## config.mk

```make
export PLATFORM = sky130hd
export DESIGN_NAME = disp_cmd_window
export DESIGN_NICKNAME = d
export VERILOG_FILES = /design/src/rtl/disp_cmd_window.sv
export SDC_FILE = /design/constraint.sdc
export NUM_CORES = 1
export LEC_CHECK = 0
export ABC_AREA = 1
export CAP_MARGIN = 20
export CORE_ASPECT_RATIO = 0.9
export CORE_MARGIN = 2
export CORE_UTILIZATION = 50
export DETAILED_ROUTE_END_ITERATION = 6
export PLACE_DENSITY = 0.79
export SKIP_CTS_REPAIR_TIMING = 1
export SYNTH_ARGS = -nofsm -noshare
export SYNTH_HDL_FRONTEND = slang
export SYNTH_SLANG_ARGS = --single-unit
```

## constraint.sdc

```tcl
create_clock -name clk -period 5.2 [get_ports clk]
set_input_delay 1.3 -clock clk [delete_from_list [all_inputs] [get_ports clk]]
set_output_delay 1.3 -clock clk [all_outputs]
set_load 0.005 [all_outputs]
```

## src/rtl/disp_cmd_window.sv

```systemverilog
module disp_cmd_window #(
  parameter int COLS = 320,
  parameter int ROWS = 240,
  localparam int AW = $clog2(COLS * ROWS)
) (
  input  logic          clk,
  input  logic          rst_n,
  input  logic          frame_valid,
  input  logic [8:0]    frame_data,
  output logic          pix_we,
  output logic [AW-1:0] pix_addr,
  output logic [17:0]   pix_data,
  output logic [15:0]   col_start,
  output logic [15:0]   col_end,
  output logic [15:0]   row_start,
  output logic [15:0]   row_end,
  output logic [7:0]    acc_ctrl,
  output logic [1:0]    pix_fmt,
  output logic [3:0]    gamma_sel,
  output logic          sleep_on,
  output logic          disp_on,
  output logic          invert_on,
  output logic          idle_on
);

  localparam logic [1:0] F12 = 2'd0, F16 = 2'd1, F18 = 2'd2;

  typedef struct packed {
    logic [15:0] cs, ce, rs, re;
    logic [7:0]  mac;
    logic [1:0]  fmt;
    logic [3:0]  gam;
    logic        slp, dsp, inv, idl;
  } cfg_t;

  localparam cfg_t CFG_DEF = '{cs: 16'd0, ce: 16'(COLS - 1), rs: 16'd0, re: 16'(ROWS - 1),
                               mac: 8'h08, fmt: F18, gam: 4'd1,
                               slp: 1'b1, dsp: 1'b0, inv: 1'b0, idl: 1'b0};

  cfg_t        cfg;
  logic [7:0]  cmd_q;
  logic [2:0]  pidx;
  logic        mem_wr;
  logic [1:0]  phase;
  logic [7:0]  hold0, hold1;
  logic [15:0] cur_col, cur_row, nxt_col, nxt_row;

  wire       is_cmd = frame_valid & ~frame_data[8];
  wire       is_par = frame_valid &  frame_data[8];
  wire [7:0] pb     = frame_data[7:0];

  assign col_start = cfg.cs;
  assign col_end   = cfg.ce;
  assign row_start = cfg.rs;
  assign row_end   = cfg.re;
  assign acc_ctrl  = cfg.mac;
  assign pix_fmt   = cfg.fmt;
  assign gamma_sel = cfg.gam;
  assign sleep_on  = cfg.slp;
  assign disp_on   = cfg.dsp;
  assign invert_on = cfg.inv;
  assign idle_on   = cfg.idl;

  wire mv = cfg.mac[5];
  wire mx = cfg.mac[6];
  wire my = cfg.mac[7];

  wire [15:0] col_first = mx ? cfg.ce : cfg.cs;
  wire [15:0] col_last  = mx ? cfg.cs : cfg.ce;
  wire [15:0] row_first = my ? cfg.re : cfg.rs;
  wire [15:0] row_last  = my ? cfg.rs : cfg.re;
  wire [15:0] col_step  = mx ? cur_col - 16'd1 : cur_col + 16'd1;
  wire [15:0] row_step  = my ? cur_row - 16'd1 : cur_row + 16'd1;
  wire        col_wrap  = (cur_col == col_last);
  wire        row_wrap  = (cur_row == row_last);

  always_comb begin
    nxt_col = cur_col;
    nxt_row = cur_row;
    if (!mv) begin
      if (col_wrap) begin
        nxt_col = col_first;
        nxt_row = row_wrap ? row_first : row_step;
      end else begin
        nxt_col = col_step;
      end
    end else begin
      if (row_wrap) begin
        nxt_row = row_first;
        nxt_col = col_wrap ? col_first : col_step;
      end else begin
        nxt_row = row_step;
      end
    end
  end

  function automatic logic [5:0] wid4(input logic [3:0] n);
    return {n, n[3:2]};
  endfunction

  logic       px_done;
  logic [5:0] px_r, px_g, px_b;

  always_comb begin
    px_done = 1'b0;
    px_r = '0; px_g = '0; px_b = '0;
    case (cfg.fmt)
      F12: begin
        if (phase == 2'd1) begin
          px_done = 1'b1;
          px_r = wid4(hold0[7:4]); px_g = wid4(hold0[3:0]); px_b = wid4(pb[7:4]);
        end else if (phase == 2'd2) begin
          px_done = 1'b1;
          px_r = wid4(hold1[3:0]); px_g = wid4(pb[7:4]); px_b = wid4(pb[3:0]);
        end
      end
      F16: begin
        if (phase == 2'd1) begin
          px_done = 1'b1;
          px_r = {hold0[7:3], hold0[7]};
          px_g = {hold0[2:0], pb[7:5]};
          px_b = {pb[4:0], pb[4]};
        end
      end
      default: begin
        if (phase == 2'd2) begin
          px_done = 1'b1;
          px_r = hold0[7:2]; px_g = hold1[7:2]; px_b = pb[7:2];
        end
      end
    endcase
  end

  wire       phase_end = (phase == 2'd2) || (cfg.fmt == F16 && phase == 2'd1);
  wire [AW-1:0] cur_addr = AW'(cur_row) * AW'(COLS) + AW'(cur_col);

  always_ff @(posedge clk or negedge rst_n) begin
    if (!rst_n) begin
      cmd_q    <= 8'h00;
      pidx     <= 3'd0;
      mem_wr   <= 1'b0;
      phase    <= 2'd0;
      hold0    <= 8'h00;
      hold1    <= 8'h00;
      cur_col  <= 16'd0;
      cur_row  <= 16'd0;
      pix_we   <= 1'b0;
      pix_addr <= '0;
      pix_data <= '0;
    end else begin
      pix_we <= 1'b0;
      if (is_cmd) begin
        cmd_q  <= pb;
        pidx   <= 3'd0;
        phase  <= 2'd0;
        mem_wr <= (pb == 8'h2C);
        if (pb == 8'h2C) begin
          cur_col <= col_first;
          cur_row <= row_first;
        end
      end else if (is_par) begin
        if (pidx != 3'd7) pidx <= pidx + 3'd1;
        if (mem_wr) begin
          phase <= phase_end ? 2'd0 : phase + 2'd1;
          if (phase == 2'd0) hold0 <= pb;
          if (phase == 2'd1) hold1 <= pb;
          if (px_done) begin
            pix_we   <= 1'b1;
            pix_addr <= cur_addr;
            pix_data <= cfg.mac[3] ? {px_b, px_g, px_r} : {px_r, px_g, px_b};
            cur_col  <= nxt_col;
            cur_row  <= nxt_row;
          end
        end
      end
    end
  end

  always_ff @(posedge clk or negedge rst_n) begin
    if (!rst_n) begin
      cfg <= CFG_DEF;
    end else if (is_cmd) begin
      case (pb)
        8'h01: cfg <= CFG_DEF;
        8'h10: cfg.slp <= 1'b1;
        8'h11: cfg.slp <= 1'b0;
        8'h20: cfg.inv <= 1'b0;
        8'h21: cfg.inv <= 1'b1;
        8'h28: cfg.dsp <= 1'b0;
        8'h29: cfg.dsp <= 1'b1;
        8'h38: cfg.idl <= 1'b0;
        8'h39: cfg.idl <= 1'b1;
        default: ;
      endcase
    end else if (is_par) begin
      case (cmd_q)
        8'h2A: case (pidx)
          3'd0: cfg.cs[15:8] <= pb;
          3'd1: cfg.cs[7:0]  <= pb;
          3'd2: cfg.ce[15:8] <= pb;
          3'd3: cfg.ce[7:0]  <= pb;
          default: ;
        endcase
        8'h2B: case (pidx)
          3'd0: cfg.rs[15:8] <= pb;
          3'd1: cfg.rs[7:0]  <= pb;
          3'd2: cfg.re[15:8] <= pb;
          3'd3: cfg.re[7:0]  <= pb;
          default: ;
        endcase
        8'h36: if (pidx == 3'd0) cfg.mac <= pb;
        8'h3A: if (pidx == 3'd0)
          cfg.fmt <= (pb[2:0] == 3'd3) ? F12 : (pb[2:0] == 3'd5) ? F16 : F18;
        8'h26: if (pidx == 3'd0)
          cfg.gam <= (pb == 8'd1 || pb == 8'd2 || pb == 8'd4 || pb == 8'd8) ? pb[3:0] : 4'd1;
        default: ;
      endcase
    end
  end

endmodule


```

==> results.json, run 1 <==
{
  "status": "finished, violations left",
  "violations": "design-rule violations",
  "setup_tns_ps": 0,
  "crit_path_end_kind": "primary output",
  "synth.avg_cell_area_um2": 6.93,
  "slew_headroom_pct": 39.4,
  "cp-start-kind": "register",
  "multi_input_area_mm2": 0.00656,
  "numCtsBuffers": 17,
  "hold_ws_ps": 477,
  "async_flop_share_pct": 100,
  "regArea_mm2": 0.00453,
  "layoutNonFillerInstCount": 2150,
  "grt-ovfl-total": 0,
  "h-tree-depth": 4,
  "antenna_found_initial": 1,
  "clkSinkCount": 180,
  "post-route-min-period_ps": 3470,
  "synth_ff_type": "dfrtp_1",
  "die_h_um": 151,
  "layout.nets": 1914,
  "whs_path_depth": 2,
  "avgViaCountPerCell": 5.52,
  "tightest_slew_ps": 908,
  "critPathKind": "reg2out",
  "synth_cell_types": 48,
  "clock_skew_ps": 15.2,
  "finalCritPeriodShare_pct": 66.7,
  "dp_hpwl_um": 25600,
  "final_common_cell": "nand2_1",
  "grt_pass1_vias": 10900,
  "path_clk_slew_ps": 70,
  "reg2reg_to": "pix_addr[16]",
  "cp.arrival_ps": 2170,
  "power_leakage_nw": 7.16,
  "layout-drive-gt1-share_pct": 4.60,
  "hold_end": "pix_addr[6]",
  "max_stage_delay_ps": 720,
  "core_area_mm2": 0.0235,
  "post-route-util_pct": 60.0,
  "finalWirelength_um": 35200,
  "core.rowCount": 53,
  "crit_slowest_cell": "dfrtp_2",
  "fmax_mhz": 288,
  "dpl_cell_area_mm2": 0.0135,
  "grt_max_degree": 94,
  "vias": 11900,
  "yosysWarnings": 0,
  "max-cap-violations": 0,
  "setup_violations": 0,
  "hold_viol": 0,
  "rsz0062_at_grt": "no",
  "grt_first_pass_wirelength_um": 56300,
  "io_pins": 130,
  "crit_fanout": 30,
  "grtUsageTotal_pct": 28.1,
  "synthCells": 1730,
  "worstHoldPathType": "reg2reg",
  "final_max_slew_viol_count": 0,
  "die_x_um": 167,
  "reg2reg_depth": 18,
  "synth_fp_nets": 1809,
  "portBuffers": 129,
  "wl_per_cell_um": 16.4,
  "start_util_pct": 51.1,
  "synth_seq_cells": 180,
  "reg2reg_from": "cur_row[1]",
  "gp_congestion": 0.945,
  "firstDrtPassIters": 7,
  "required_ps": 3900,
  "cts_tree": "yes",
  "syn_area_mm2": 0.0120,
  "r2r_setup_slack_ps": 2020,
  "final_antenna_net_count": 0,
  "drt_iter0_drc": 1208,
  "area.growth.synth_to_final_pct": 17.5,
  "final_cell_mix": "692 x nand2_1, 166 x inv_1, 160 x dfrtp_1",
  "antenna_cells": 0,
  "cts_buffer_depth": 2,
  "clock_latency_ps": 450,
  "ys_seq_area_share_pct": 37.8,
  "crit_chain": "buf_4, clkdlybuf4s50_1",
  "dieArea_mm2": 0.0252,
  "powerDensity_mw_per_mm2": 317,
  "drc": 8,
  "hp-start": "pix_addr[6]",
  "fillCellCount": 2139,
  "synth_edf_count": 0,
  "final_cell_area_mm2": 0.0141,
  "peakVddDrop_mv": 0.221,
  "place_inst": 2117,
  "clk_root_buffer_cell": "clkbuf_16"
}
power breakdown:
| part | switching, mW | leakage (nW) | internal [mW] |
|---|---|---|---|
| Combinational | 0.681 | 4.55 | 0.587 |
| Sequential | 0.255 | 2.33 | 1.63 |
| Clock | 0.588 | 0.289 | 0.721 |
stage by stage:
stage,total power [mW],setup slack [ps]
final,4.46,1730
after global routing,4.71,1500
after CTS,4.45,1750
after detailed placement,3.15,1360
after global placement,3.11,1500
after floorplan,2.55,2330
critical path: cells and delay by family, from the launching register on:
family	cells	cell delay [ps]
flops	1	720
buf+inv	2	1000
synth_stat cells, types with 5 or more instances:
| cell | number | share of area (%) |
|---|---|---|
| a21oi_1 | 48 | 2.0 |
| buf_2 | 16 | 0.67 |
| buf_4 | 6 | 0.38 |
| clkbuf_1 | 27 | 0.85 |
| dfrtp_1 | 162 | 34 |
| dfstp_2 | 18 | 3.9 |
| ha_1 | 63 | 6.6 |
| inv_1 | 166 | 5.2 |
| mux2i_1 | 11 | 0.92 |
| nand2_1 | 692 | 22 |
| nand2_2 | 6 | 0.31 |
| nand3_1 | 123 | 5.1 |
| nand3b_1 | 17 | 1.1 |
| nand4_1 | 8 | 0.42 |
| nor2_1 | 88 | 2.8 |
| nor2_2 | 5 | 0.26 |
| nor3_1 | 15 | 0.63 |
| o211ai_1 | 7 | 0.44 |
| o21ai_0 | 147 | 6.1 |
| o21ai_1 | 18 | 0.75 |
| o22ai_1 | 5 | 0.26 |
| xnor2_1 | 14 | 1.0 |
| xor2_1 | 13 | 0.95 |
cell families (layout without fill, tap and decap cells):
| kind of cell | after synthesis | in the layout | share of synthesized area (%) |
|---|---|---|---|
| AOI/OAI and AO/OA | 258 | 258 | 11.9 |
| buffers and inverters | 226 | 344 | 7.56 |
| muxes | 11 | 11 | 0.919 |
| xor gates and xnor gates | 27 | 27 | 1.97 |
| adders and majority gates | 67 | 67 | 7.24 |
| and+or+nand+nor | 961 | 961 | 32.6 |
| DFF | 180 | 180 | 37.8 |
worst max-delay path by stage:
stage                  start             to  slack, ps  cells past startpoint
2_1_floorplan     cur_row[1]   pix_addr[16]       2330                     18
3_3_place_gp   frame_data[0]    cur_col[13]       1500                      8
3_5_place_dp     frame_valid    col_end[10]       1360                     12
4_1_cts          acc_ctrl[7]    acc_ctrl[7]       1750                      2
5_1_grt          frame_valid  col_start[10]       1500                     12
6_report         acc_ctrl[7]    acc_ctrl[7]       1730                      2
cell type report:
| cell class | instances | area share [%] |
|---|---|---|
| Clock buffer | 21 | 3.41 |
| Inverter | 172 | 4.58 |
| Tap cell | 302 | 2.68 |
| Multi-Input combinational cell | 1324 | 46.6 |
| Timing Repair Buffer | 140 | 9.76 |
| Clock inverter | 11 | 0.809 |
| Sequential cell | 180 | 32.2 |
metal layers:
metal  global-route usage, %  routed length [um]
met1                    39.0               15600
met2                    45.0               15800
met3                    4.86                2910
met4                    9.70                 906
met5                       0                   0
flip-flops by register name, indices dropped and copies added, names as in the netlist, 4 cells and up:
register,flops
gamma_sel,4
col_start,16
col_end,16
row_start,16
acc_ctrl,8
hold1,8
cur_row,16
cur_col,16
cmd_q,8
pix_addr,17
hold0,8
row_end,16
pix_data,18
Note: power is estimated with default switching activity, not from simulation.
==> inputs of run 2 (changes only) <==
--- a/config.mk
+++ b/config.mk
@@ -11,7 +11,7 @@
 export CORE_MARGIN = 2
 export CORE_UTILIZATION = 50
 export DETAILED_ROUTE_END_ITERATION = 6
-export PLACE_DENSITY = 0.79
+export PLACE_DENSITY = 0.82
 export SKIP_CTS_REPAIR_TIMING = 1
 export SYNTH_ARGS = -nofsm -noshare
 export SYNTH_HDL_FRONTEND = slang
==> constraint.sdc (replaced) <==
create_clock -name clk -period 2.8 [get_ports clk]
set_input_delay 0.7 -clock clk [delete_from_list [all_inputs] [get_ports clk]]
set_output_delay 0.7 -clock clk [all_outputs]
set_load 0.005 [all_outputs]
==> run 2 against run 1 <==
The run ends with design-rule violations, negative setup slack left; clock power rose by 98%; count of clock-buffer cells in the layout fell by 3; sequential power rose by 86%; via count rose by 3.3%; wire length rose by 4.0%; total power rose by 92%; register-to-register slack got worse by 2100 ps; combinational power rose by 95%; critical endpoint is now pix_addr[16]; highest routed layer unchanged.
==> results.json, run 2 (synthesized netlist as in run 1, its figures left out) <==
{
  "final_antenna_net_count": 0,
  "slew_headroom_pct": 51.1,
  "post-place-ws_ps": -92.1,
  "regArea_mm2": 0.00453,
  "cp.arrival_ps": 3170,
  "max_stage_delay_ps": 410,
  "fillCellCount": 2094,
  "start_util_pct": 51.1,
  "required_ps": 3120,
  "netSwitchingFraction_pct": 33.6,
  "drc": 7,
  "grt_pass1_vias": 11600,
  "crit_top_cell": "nand2_1",
  "internal_power_mw": 5.69,
  "p_switching_mw": 2.88,
  "portBuffers": 129,
  "final_max_slew_viol_count": 0,
  "peakVddDrop_mv": 0.418,
  "antenna_found_initial": 0,
  "power_leakage_nw": 7.45,
  "drt_iter0_drc": 1128,
  "clkSinkCount": 180,
  "crit_chain": "ha_4, ha_4, fa_2, nand3_2, nand3_2, nand2_1, nand2_1, a21oi_2, xnor2_1, ha_1, nand2_1, nor2_1, a211oi_1, nand3_1, inv_1, nand2_1, nand3_1, nand2_1",
  "area.growth.synth_to_final_pct": 22.5,
  "grt_max_degree": 71,
  "grt_first_pass_wirelength_um": 59000,
  "grtUsageTotal_pct": 29.4,
  "clock_skew_ps": 11.3,
  "largest_register": "pix_data",
  "finalWirelength_um": 36600,
  "path_clk_slew_ps": 70,
  "numCtsBuffers": 17,
  "cts_buffer_depth": 2,
  "post-route-min-period_ps": 2850,
  "layout.nets": 1966,
  "gp_congestion": 0.939,
  "power_frac_comb_pct": 28.9,
  "setup_violations": 1,
  "clkPwrFrac_pct": 30.4,
  "die_h_um": 151,
  "hold_viol": 0,
  "powerDensity_mw_per_mm2": 584,
  "final_cell_mix": "691 x nand2_1, 166 x inv_1, 160 x dfrtp_1",
  "crit_fanout": 3,
  "clock_latency_ps": 440,
  "status": "finished, violations left",
  "fin_ws_ps": -45.9,
  "finalCritPeriodShare_pct": 102,
  "crit_path_end_kind": "register",
  "avgViaCountPerCell": 5.56,
  "dpl_cell_area_mm2": 0.0140,
  "vias": 12300,
  "layout-drive-gt1-share_pct": 7.89,
  "max-cap-violations": 0,
  "final_cell_area_mm2": 0.0147,
  "largest_register_ffs": 18,
  "rsz0062_at_grt": "yes",
  "cts_tree": "yes",
  "multi_input_area_mm2": 0.00665,
  "core_area_mm2": 0.0235,
  "critPathKind": "reg2reg",
  "wl_per_cell_um": 16.6,
  "grt-ovfl-total": 0,
  "firstDrtPassIters": 7,
  "cp-start-kind": "register",
  "h-tree-depth": 4,
  "violations": "design-rule violations, negative setup slack",
  "die_x_um": 167,
  "place_inst": 2168,
  "top_regs": "pix_data (18), pix_addr (17)",
  "clk_root_buffer_cell": "clkbuf_16",
  "io_pins": 130,
  "antenna_cells": 0,
  "crit_slowest_cell": "dfrtp_1",
  "final_common_cell": "nand2_1",
  "power.share.sequential_pct": 40.7,
  "dp_hpwl_um": 26900,
  "core.rowCount": 53,
  "dieArea_mm2": 0.0252,
  "tightest_slew_ps": 733,
  "layoutNonFillerInstCount": 2202,
  "fmax_mhz": 351,
  "worstHoldPathType": "in2async"
}
[run 2: cell type report]
cell class	instances	area share, %
sequential	180	30.8
inverter	172	4.40
clock inverter	14	1.38
multi-input combinational	1324	45.3
clock buffer	18	2.92
tap	302	2.57
timing repair buffer	192	12.6
[run 2: power groups by stage]
| stage | Sequential [mW] | Combinational [mW] | Clock (mW) |
|---|---|---|---|
| 2_1_floorplan | 3.38 | 1.36 | 0 |
| 3_3_place_gp | 3.51 | 2.35 | 0 |
| 3_5_place_dp | 3.52 | 2.42 | 0 |
| 4_1_cts | 3.48 | 2.45 | 2.61 |
| 5_1_grt | 3.53 | 2.78 | 2.72 |
| 6_report | 3.49 | 2.48 | 2.60 |
[run 2: final timing paths]
kind / end / cells after the start / startpoint / slack [ps]
worst max register to register: pix_addr[16] / 18 / cur_row[3] / -50
worst max-delay path: pix_addr[16] / 18 / cur_row[3] / -50
worst min-delay path: pix_data[10] / 1 / rst_n / 280
min in group clk: pix_addr[6] / 2 / pix_addr[6] / 490
worst min register to register: pix_addr[6] / 2 / pix_addr[6] / 490
max in group asynchronous: pix_fmt[1] / 2 / rst_n / 1770
[run 2: worst max-delay path, delay by kind of cell, from the launching register on]
family,cells,cell delay (ps)
compound gates,2,350
xor+xnor,1,120
fa+ha+maj,4,1050
buf+inv,1,70
flops,1,410
simple gates,10,740
[run 2: metal layers]
metal | vias up | GRT usage (%) | wire length, um
met5 | - | 0 | 0
met4 | 0 | 11.0 | 1040
met3 | 74 | 4.70 | 2890
met2 | 543 | 48.2 | 16900
met1 | 5730 | 39.7 | 15800
li1 | 5905 | - | -
[run 2: metrics by stage]
step	total power [mW]	setup TNS (ps)	hold WS, ps	utilization [%]
5_1_grt	9.04	-447	323	62.6
3_5_place_dp	5.94	-267	472	59.5
4_1_cts	8.53	-246	309	62.1
6_report	8.57	-45.9	281	62.6
2_1_floorplan	4.74	0	404	-
3_3_place_gp	5.87	-36.7	466	59.5
